==> src/rtl/flex_lut_pkg.sv <==
package flex_lut_pkg;
   typedef enum logic [1:0] {
      FM_LUT6  = 2'd0,
      FM_DUAL5 = 2'd1,
      FM_RAM   = 2'd2,
      FM_SHIFT = 2'd3
   } fmode_e;
endpackage

==> src/rtl/lut_store.sv <==
module lut_store
   import flex_lut_pkg::*;
#(
   parameter int K     = 6,
   parameter int CFG_W = 8,
   localparam int DEPTH = 1 << K
) (
   input  logic             clk,
   input  logic             rst,
   input  fmode_e           mode,
   input  logic [K-1:0]     sel,
   input  logic             wr_bit,
   input  logic             wr_en,
   input  logic             cfg_load,
   input  logic [CFG_W-1:0] cfg_word,
   output logic [DEPTH-1:0] table_q
);
   logic [DEPTH-1:0] cfg_next;

   // Configuration variant: full replace when one word fills the table,
   // otherwise shift the word in from the top.
   generate
      if (CFG_W == DEPTH) begin : g_cfg_full
         assign cfg_next = cfg_word;
      end else begin : g_cfg_shift
         assign cfg_next = {cfg_word, table_q[DEPTH-1:CFG_W]};
      end
   endgenerate

   always_ff @(posedge clk) begin
      if (cfg_load) begin
         table_q <= cfg_next;
      end else if (wr_en && mode == FM_RAM) begin
         table_q[sel] <= wr_bit;
      end else if (wr_en && mode == FM_SHIFT) begin
         table_q <= {table_q[DEPTH-2:0], wr_bit};
      end
   end

   assert_cfg_top_R3: assert property (@(posedge clk) disable iff (rst)
      cfg_load |=> table_q[DEPTH-1 -: CFG_W] == $past(cfg_word));

   assert_ram_write_R4: assert property (@(posedge clk) disable iff (rst)
      (mode == FM_RAM && wr_en && !cfg_load) |=> table_q[$past(sel)] == $past(wr_bit));

   assert_shift_in_R5: assert property (@(posedge clk) disable iff (rst)
      (mode == FM_SHIFT && wr_en && !cfg_load) |=>
         (table_q[0] == $past(wr_bit)) && (table_q[DEPTH-1:1] == $past(table_q[DEPTH-2:0])));

   assert_lut_frozen_R6: assert property (@(posedge clk) disable iff (rst)
      ((mode == FM_LUT6 || mode == FM_DUAL5) && !cfg_load) |=> $stable(table_q));
endmodule

==> src/rtl/lut_read.sv <==
module lut_read
   import flex_lut_pkg::*;
#(
   parameter int K = 6,
   localparam int DEPTH = 1 << K
) (
   input  logic [DEPTH-1:0] table_q,
   input  fmode_e           mode,
   input  logic [K-1:0]     sel,
   output logic             f_hi,
   output logic             f_lo
);
   logic [K-1:0] hi_idx;
   logic [K-1:0] lo_idx;

   always_comb begin
      lo_idx = {1'b0, sel[K-2:0]};
      hi_idx = (mode == FM_DUAL5) ? {1'b1, sel[K-2:0]} : sel;
      f_hi   = table_q[hi_idx];
      f_lo   = table_q[lo_idx];
   end
endmodule

==> src/rtl/lut_out_reg.sv <==
module lut_out_reg (
   input  logic clk,
   input  logic rst,
   input  logic ce,
   input  logic bypass,
   input  logic d,
   output logic y
);
   logic q;

   always_ff @(posedge clk) begin
      if (rst)     q <= 1'b0;
      else if (ce) q <= d;
   end

   assign y = bypass ? d : q;

   assert_clear_R9: assert property (@(posedge clk)
      rst |=> (q == 1'b0));

   assert_capture_R7: assert property (@(posedge clk) disable iff (rst)
      ce |=> (q == $past(d)));

   assert_hold_R8: assert property (@(posedge clk) disable iff (rst)
      !ce |=> $stable(q));
endmodule

==> src/rtl/flex_lut_slice.sv <==
module flex_lut_slice
   import flex_lut_pkg::*;
#(
   parameter int K     = 6,
   parameter int CFG_W = 8
) (
   input  logic             clk,
   input  logic             rst,
   input  logic [1:0]       mode,
   input  logic [K-1:0]     sel,
   input  logic             wr_bit,
   input  logic             wr_en,
   input  logic             cfg_load,
   input  logic [CFG_W-1:0] cfg_word,
   input  logic [1:0]       ce,
   input  logic [1:0]       bypass,
   output logic             out_hi,
   output logic             out_lo
);
   localparam int DEPTH = 1 << K;

   generate
      if (K < 2) begin : g_bad_k
         $error("flex_lut_slice: K must be at least 2");
      end
      if (CFG_W < 1 || CFG_W > DEPTH || (DEPTH % CFG_W) != 0) begin : g_bad_cfg
         $error("flex_lut_slice: CFG_W must divide the table depth");
      end
   endgenerate

   fmode_e           mode_e;
   logic [DEPTH-1:0] table_q;
   logic [1:0]       f_comb;
   logic [1:0]       f_pin;

   assign mode_e = fmode_e'(mode);

   lut_store #(.K(K), .CFG_W(CFG_W)) u_store (
      .clk      (clk),
      .rst      (rst),
      .mode     (mode_e),
      .sel      (sel),
      .wr_bit   (wr_bit),
      .wr_en    (wr_en),
      .cfg_load (cfg_load),
      .cfg_word (cfg_word),
      .table_q  (table_q)
   );

   lut_read #(.K(K)) u_read (
      .table_q (table_q),
      .mode    (mode_e),
      .sel     (sel),
      .f_hi    (f_comb[0]),
      .f_lo    (f_comb[1])
   );

   for (genvar i = 0; i < 2; i++) begin : g_out
      lut_out_reg u_reg (
         .clk    (clk),
         .rst    (rst),
         .ce     (ce[i]),
         .bypass (bypass[i]),
         .d      (f_comb[i]),
         .y      (f_pin[i])
      );
   end

   assign out_hi = f_pin[0];
   assign out_lo = f_pin[1];
endmodule

==> config.mk <==
export PLATFORM = sky130hd
export DESIGN_NAME = flex_lut_slice
export DESIGN_NICKNAME = d
export VERILOG_FILES = /design/src/rtl/flex_lut_pkg.sv /design/src/rtl/lut_store.sv /design/src/rtl/lut_read.sv /design/src/rtl/lut_out_reg.sv /design/src/rtl/flex_lut_slice.sv
export SDC_FILE = /design/constraint.sdc
export NUM_CORES = 1
export LEC_CHECK = 0
export BUFFER_PORTS_ARGS = -buffer_cell sky130_fd_sc_hd__buf_2
export CORE_UTILIZATION = 25
export CTS_CLUSTER_DIAMETER = 150
export DETAILED_ROUTE_END_ITERATION = 7
export GPL_ROUTABILITY_DRIVEN = 0
export SETUP_SLACK_MARGIN = 0.4
export SKIP_LAST_GASP = 1
export SLEW_MARGIN = 0
export SYNTH_ARGS = -nofsm -noshare
export SYNTH_HDL_FRONTEND = slang
export SYNTH_HIERARCHICAL = 1
export SYNTH_SLANG_ARGS = --single-unit
==> constraint.sdc <==
create_clock -name clk -period 4.5 [get_ports clk]
set_clock_uncertainty 0.05 [all_clocks]
set_input_delay 0.9 -clock clk [delete_from_list [all_inputs] [get_ports clk]]
set_output_delay 0.9 -clock clk [all_outputs]
set_load 0.005 [all_outputs]
**Word-level counts from Yosys, hierarchy flattened**

Index checks and enable logic that the tools add are counted.
W data, S select, Z words.

- Add/subtract/negate cells: 0
- Multiply operators: 0
- Div/mod/pow operators: 0
- $lt $le $gt $ge: 4
- Equal/unequal tests: 3
- Shift operators: 0
- Mux-type cells: 13
- Bitwise gates (word level): 0
- Reductions and logical operators: 4

Operator list:

| kind | number |
|---|---|
| $mux W64 | 3 |
| $bwmux W64 | 1 |
| $lt A6 B7 Y1 const B | 2 |
| $lt A5 B7 Y1 const B | 1 |
| $bmux W1 S6 | 1 |
| $demux W1 S6 | 1 |
| $ge A6 B1 Y1 const B | 1 |
| $mux W6 | 1 |
| $bmux W1 S5 | 1 |
| $mux W1 | 5 |
| $eq A2 B2 Y1 const B | 2 |
| $logic_and A1 B1 Y1 | 3 |
| $reduce_bool A3 Y1 | 1 |
| $eq A2 B1 Y1 const B | 1 |

- Bits in registers: 66
- Bits in latches: 0
- Bits in writable memories: 0
- ROM bits: 0
- Bits of input ports: 25
- Output and inout bits: 2
- Word-level logic and storage cells: 27
- Memories: 0

**Depth between registers and ports, before layout**

- Depth in word-level cells: 7
- Gate-level depth with buffers: 10
- Gate-level depth less buffers: 8

**Modules after synthesis**

Netlist, hierarchy kept.

Modules (own cells, without submodules):

| module | times used | cells each | area an instance (um^2) | sequential area each (um^2) |
|---|---|---|---|---|
| lut_store | 1 | 434 | 4142.7 | 1921.8 |
| lut_read | 1 | 71 | 640.6 | 0.0 |
| lut_out_reg | 2 | 4 | 48.8 | 20.0 |

**Worst setup path after synthesis**

No wires, ideal clock.

- Path type: input -> output
- From: input port sel[1]
- To: output port out_hi
- Data arrival time: 2384 ps
- Required time: 3550 ps
- Setup slack: 1166 ps
- Stages on the path: 9
- Path buffers: 2
- Path through: buf_6 > buf_12 > mux2i_1 > a22oi_1 > nand3_1 > nand2_1 > a311o_1 > o31a_1 > mux2_4

- Cells in the longest elaborated chain, start to end: 4

RTL lines:

| element | RTL line | source |
|---|---|---|
| start, declared | flex_lut_slice.sv:10 | `input logic [K-1:0] sel,` |
| $mux W6 | lut_read.sv:18 | `hi_idx = (mode == FM_DUAL5) ? {1'b1, sel[K-2:0]} : sel;` |
| $bmux W1 S6 | lut_read.sv:19 | `f_hi = table_q[hi_idx];` |
| $mux W1 (implied by the code) | lut_read.sv:19 |  |
| net f_comb[0] | flex_lut_slice.sv:33 | `logic [1:0] f_comb;` |
| $mux W1 | lut_out_reg.sv:16 | `assign y = bypass ? d : q;` |
| end, declared | flex_lut_slice.sv:17 | `output logic out_hi,` |

The timed path passes the listed nets, and every way through them passes these cells. The select of a mux whose other input is x is not followed.

**Final worst setup path**

- From: input port sel[0]
- To: output port out_hi

Same word-level chain as after synthesis.

==> results.md <==
* Status: finished, final reports clean
* Cell Area, Placed at 5240 um2
* Avg WL per Cell at 19.8 um
* Core Box Area at 18900 um2
* Number of nets in the layout at 536
* Combinational share of power at 0.189
* CP max stage cell: nor2_1
* IO Port Bufs at 26
* DRT Pass-1 Iters at 5
* Endpoints failing setup at 0
* Drt via density at 5.41
* First-pass GRT wire length at 23.5 mm
* R2r setup slk at 2.54 ns
* CTS tree: done
* CTS hold repair buffers at 0
* Peak supply drop at 0.000168 V
* Largest family of logic cells by synthesized area: compound AO/OA/AOI/OAI gates
* CTS Buffer Depth at 2
* Slew @ Worst Pin at 1.14 ns
* Clock Pin Slew Worst Setup and Hold Paths at 0.05 ns
* Sw Share at 0.286
* Lkg Pwr at 1.91 nW
* Design area at 5490 um2
* Via count at approximately 4200
* Mux cell area share after synthesis at 0.0833
* Setup crit start kind: input pin
* FF+latch count, synth at 66
* Switch Pwr at 519 uW
* CP Capture Type: primary output
* I/O pin cnt at 27
* WP data required at between 3 and 4 ns
* Synth Cell Area at 4880 um2
* Top-area cell type share of the netlist area at 0.394
* Max-cap violation count at 0
* Slew Limit Fails at 0
* Most frequent cells after synthesis: nand2_1, a21oi_1, edfxtp_1
* Total Routed Length at 15.3 mm
* CP max stage delay at between 0.4 and 0.5 ns
* WP buf/inv at 2
* Fmax at between 0.2 and 0.3 GHz
* Clock Sinks at 66
* Mapped Avg Cell Area at 9.51 um2
* Ys async rst share at 0
* Synth Area in XOR/XNOR at 0
* CP most frequent cell: buf_2
* Initial antenna violation count at 0
* Yosys warnings at 6
* Clock Latency Late Sink at between 0.3 and 0.4 ns
* Root buf cell: clkbuf_16
* Initial Utilization at 0.258
* Setup TNS at 0 ns
* Cell taking the most area after synthesis: edfxtp_1
* Vias in the first global route at ~4000
* Synth Area in Simple Gates at 0.220
* Final hold violations at 0
* Die Wd at 142 um
* Seq pwr share at 0.466
* Initial detailed-routing violation count at about 480
* Ant diodes at 0
* RSZ-0062 raised after global routing: false
* Residual DRC at 0
* Synth-to-layout area growth at 12.5%
* Most area-consuming cells after synthesis: edfxtp_1, a221o_1, a21oi_1
* Final worst-path cycle share at 0.876
* Number of nets still failing antenna checks after routing at 0
* PD cells at 331 nW/um2
* P_int at 1.30 mW
* Slew HR at 0.234
* Final core utilization at 0.291
* Type of the worst min-delay path: flop to flop
* Die area at 20100 um2
* Peak fanout along the critical path at 26
* Min Tclk post-route at ~3.9 ns
* Ratio of cells with drive above 1 in the final layout at 0.159
* Primary FF master, synth: edfxtp_1
* Mapped Cells at 513
* FP Rows at 50
* Die Ht at 142 um
* Post-route insts no fill at 775
* Top-count cell post-synth: nand2_1
* Total GRT Usage at 0.154
* Adder-Cell Fraction of Synth Area at 0
* Synth Area in Compound Gates at 0.237
* Post-DP HPWL at 10.1 mm
* Crit path cell chain: buf_2, nor2_1, a211oi_1, nand2_1, a21oi_1, a311o_1, o31a_1, mux2_4, buf_2
* Syn nets at 538
* EDFF count, synth at 64
* Synth cell types at 49
* Largest net degree at the start of global routing at just under 80
* Total CTS buffers at 9
* Arrival @ worst endpoint at around 3 ns
* Top delay family on crit path: compound AO/OA/AOI/OAI gates
* Placed cells at 760
* Sequential fraction of the synthesis area at 0.402
* Crit Path Class: input pin to primary output
* Clk pwr share at 0.345
* Overflow after GRT at 0
* CTS H-tree depth at 3
==> state kept, by name, indices dropped and copies added, names as in the netlist <==
name / count
u_store/table_q: 64
g_out.u_reg/q: 2
==> through the flow <==
| stage | worst slack, ns | hold slack, ns | power [mW] |
|---|---|---|---|
| detailed placement | 0.420 | 0.435 | 1.19 |
| global placement | 0.465 | 0.424 | 1.19 |
| global route | 0.444 | 0.480 | 1.89 |
| floorplan | 1.17 | 0.411 | 1.07 |
| finish | 0.560 | 0.444 | 1.82 |
| CTS | 0.422 | 0.448 | 1.82 |
==> cells by family (layout without fill, tap and decap cells) <==
logic type / count (synthesis) / after routing
and+or+nand+nor: 194 / 194
AOI/OAI and AO/OA: 161 / 161
DFF: 66 / 66
buffers and inverters: 61 / 63
muxes: 31 / 31
==> metal layers <==
metal	vias to the layer above	wire length, um	track usage
li1	1933	-	-
met4	0	200	0.0396
met1	2069	7070	0.221
met3	17	1040	0.0327
met2	170	7010	0.232
met5	-	0	0
==> power by group through the flow <==
stage / Sequential, mW / Clock [mW] / Combinational, mW
after floorplan: 0.814 / 0 / 0.258
after global placement: 0.857 / 0 / 0.332
after detailed placement: 0.857 / 0 / 0.337
after CTS: 0.845 / 0.637 / 0.339
after global routing: 0.852 / 0.661 / 0.375
final: 0.846 / 0.626 / 0.343
==> worst paths after layout <==
path,to,startpoint,cells after the start
hold reg to reg,g_out[1].u_reg/q,g_out[1].u_reg/q,2
setup / recovery,out_hi,sel[0],9
setup reg to reg,g_out[0].u_reg/q,u_store/table_q[34],8
hold / removal,g_out[1].u_reg/q,g_out[1].u_reg/q,2
==> area by class of cell <==
class | instances | area (um2)
sequential | 66 | 1960
timing repair buffer | 40 | 238
tap | 260 | 325
inverter | 8 | 30.0
fill | 2018 | 13400
clock buffer | 11 | 233
clock inverter | 4 | 20.0
multi-input combinational | 386 | 2680
==> cell usage in the layout, fill, tap and decap left out, types with 2 or more instances in the layout <==
cell | netlist | final
nand2_1 | 83 | 83
a21oi_1 | 69 | 68
edfxtp_1 | 64 | 64
and2_1 | 40 | 40
a221o_1 | 40 | 40
buf_2 | 3 | 25
mux2i_1 | 23 | 23
a22oi_1 | 22 | 22
nor2b_1 | 18 | 17
buf_4 | 0 | 14
o21ai_1 | 10 | 10
clkbuf_16 | 0 | 9
inv_1 | 8 | 8
o221ai_2 | 7 | 7
nor2_1 | 6 | 6
nand2b_1 | 6 | 6
and3b_1 | 6 | 6
o21ai_0 | 6 | 6
clkinv_2 | 0 | 4
nand3_1 | 4 | 4
nand3b_1 | 4 | 4
mux4_2 | 3 | 3
mux4_1 | 3 | 3
nor3b_1 | 6 | 3
nor3_1 | 3 | 3
nor3b_2 | 0 | 3
clkbuf_1 | 40 | 2
mux2_4 | 2 | 2
dfxtp_1 | 2 | 2
and3_1 | 2 | 2
nor4_2 | 2 | 2
or4_1 | 2 | 2
or3b_2 | 2 | 2
==> tightest hold or removal path, stage by stage (launching register included) <==
cell and delay [ns]:
dfxtp_1 0.32, mux2i_1 0.06, nor2_1 0.07
==> repair_timing <==
| action | 4_1_cts | 5_1_grt |
|---|---|---|
| resized for setup | 0 | 1 |
| endpoints found under the setup margin | 0 | 1 |
| setup buffers | 0 | 0 |
| endpoints found under the hold margin | 0 | 0 |
(Power assumes the default switching activity.)
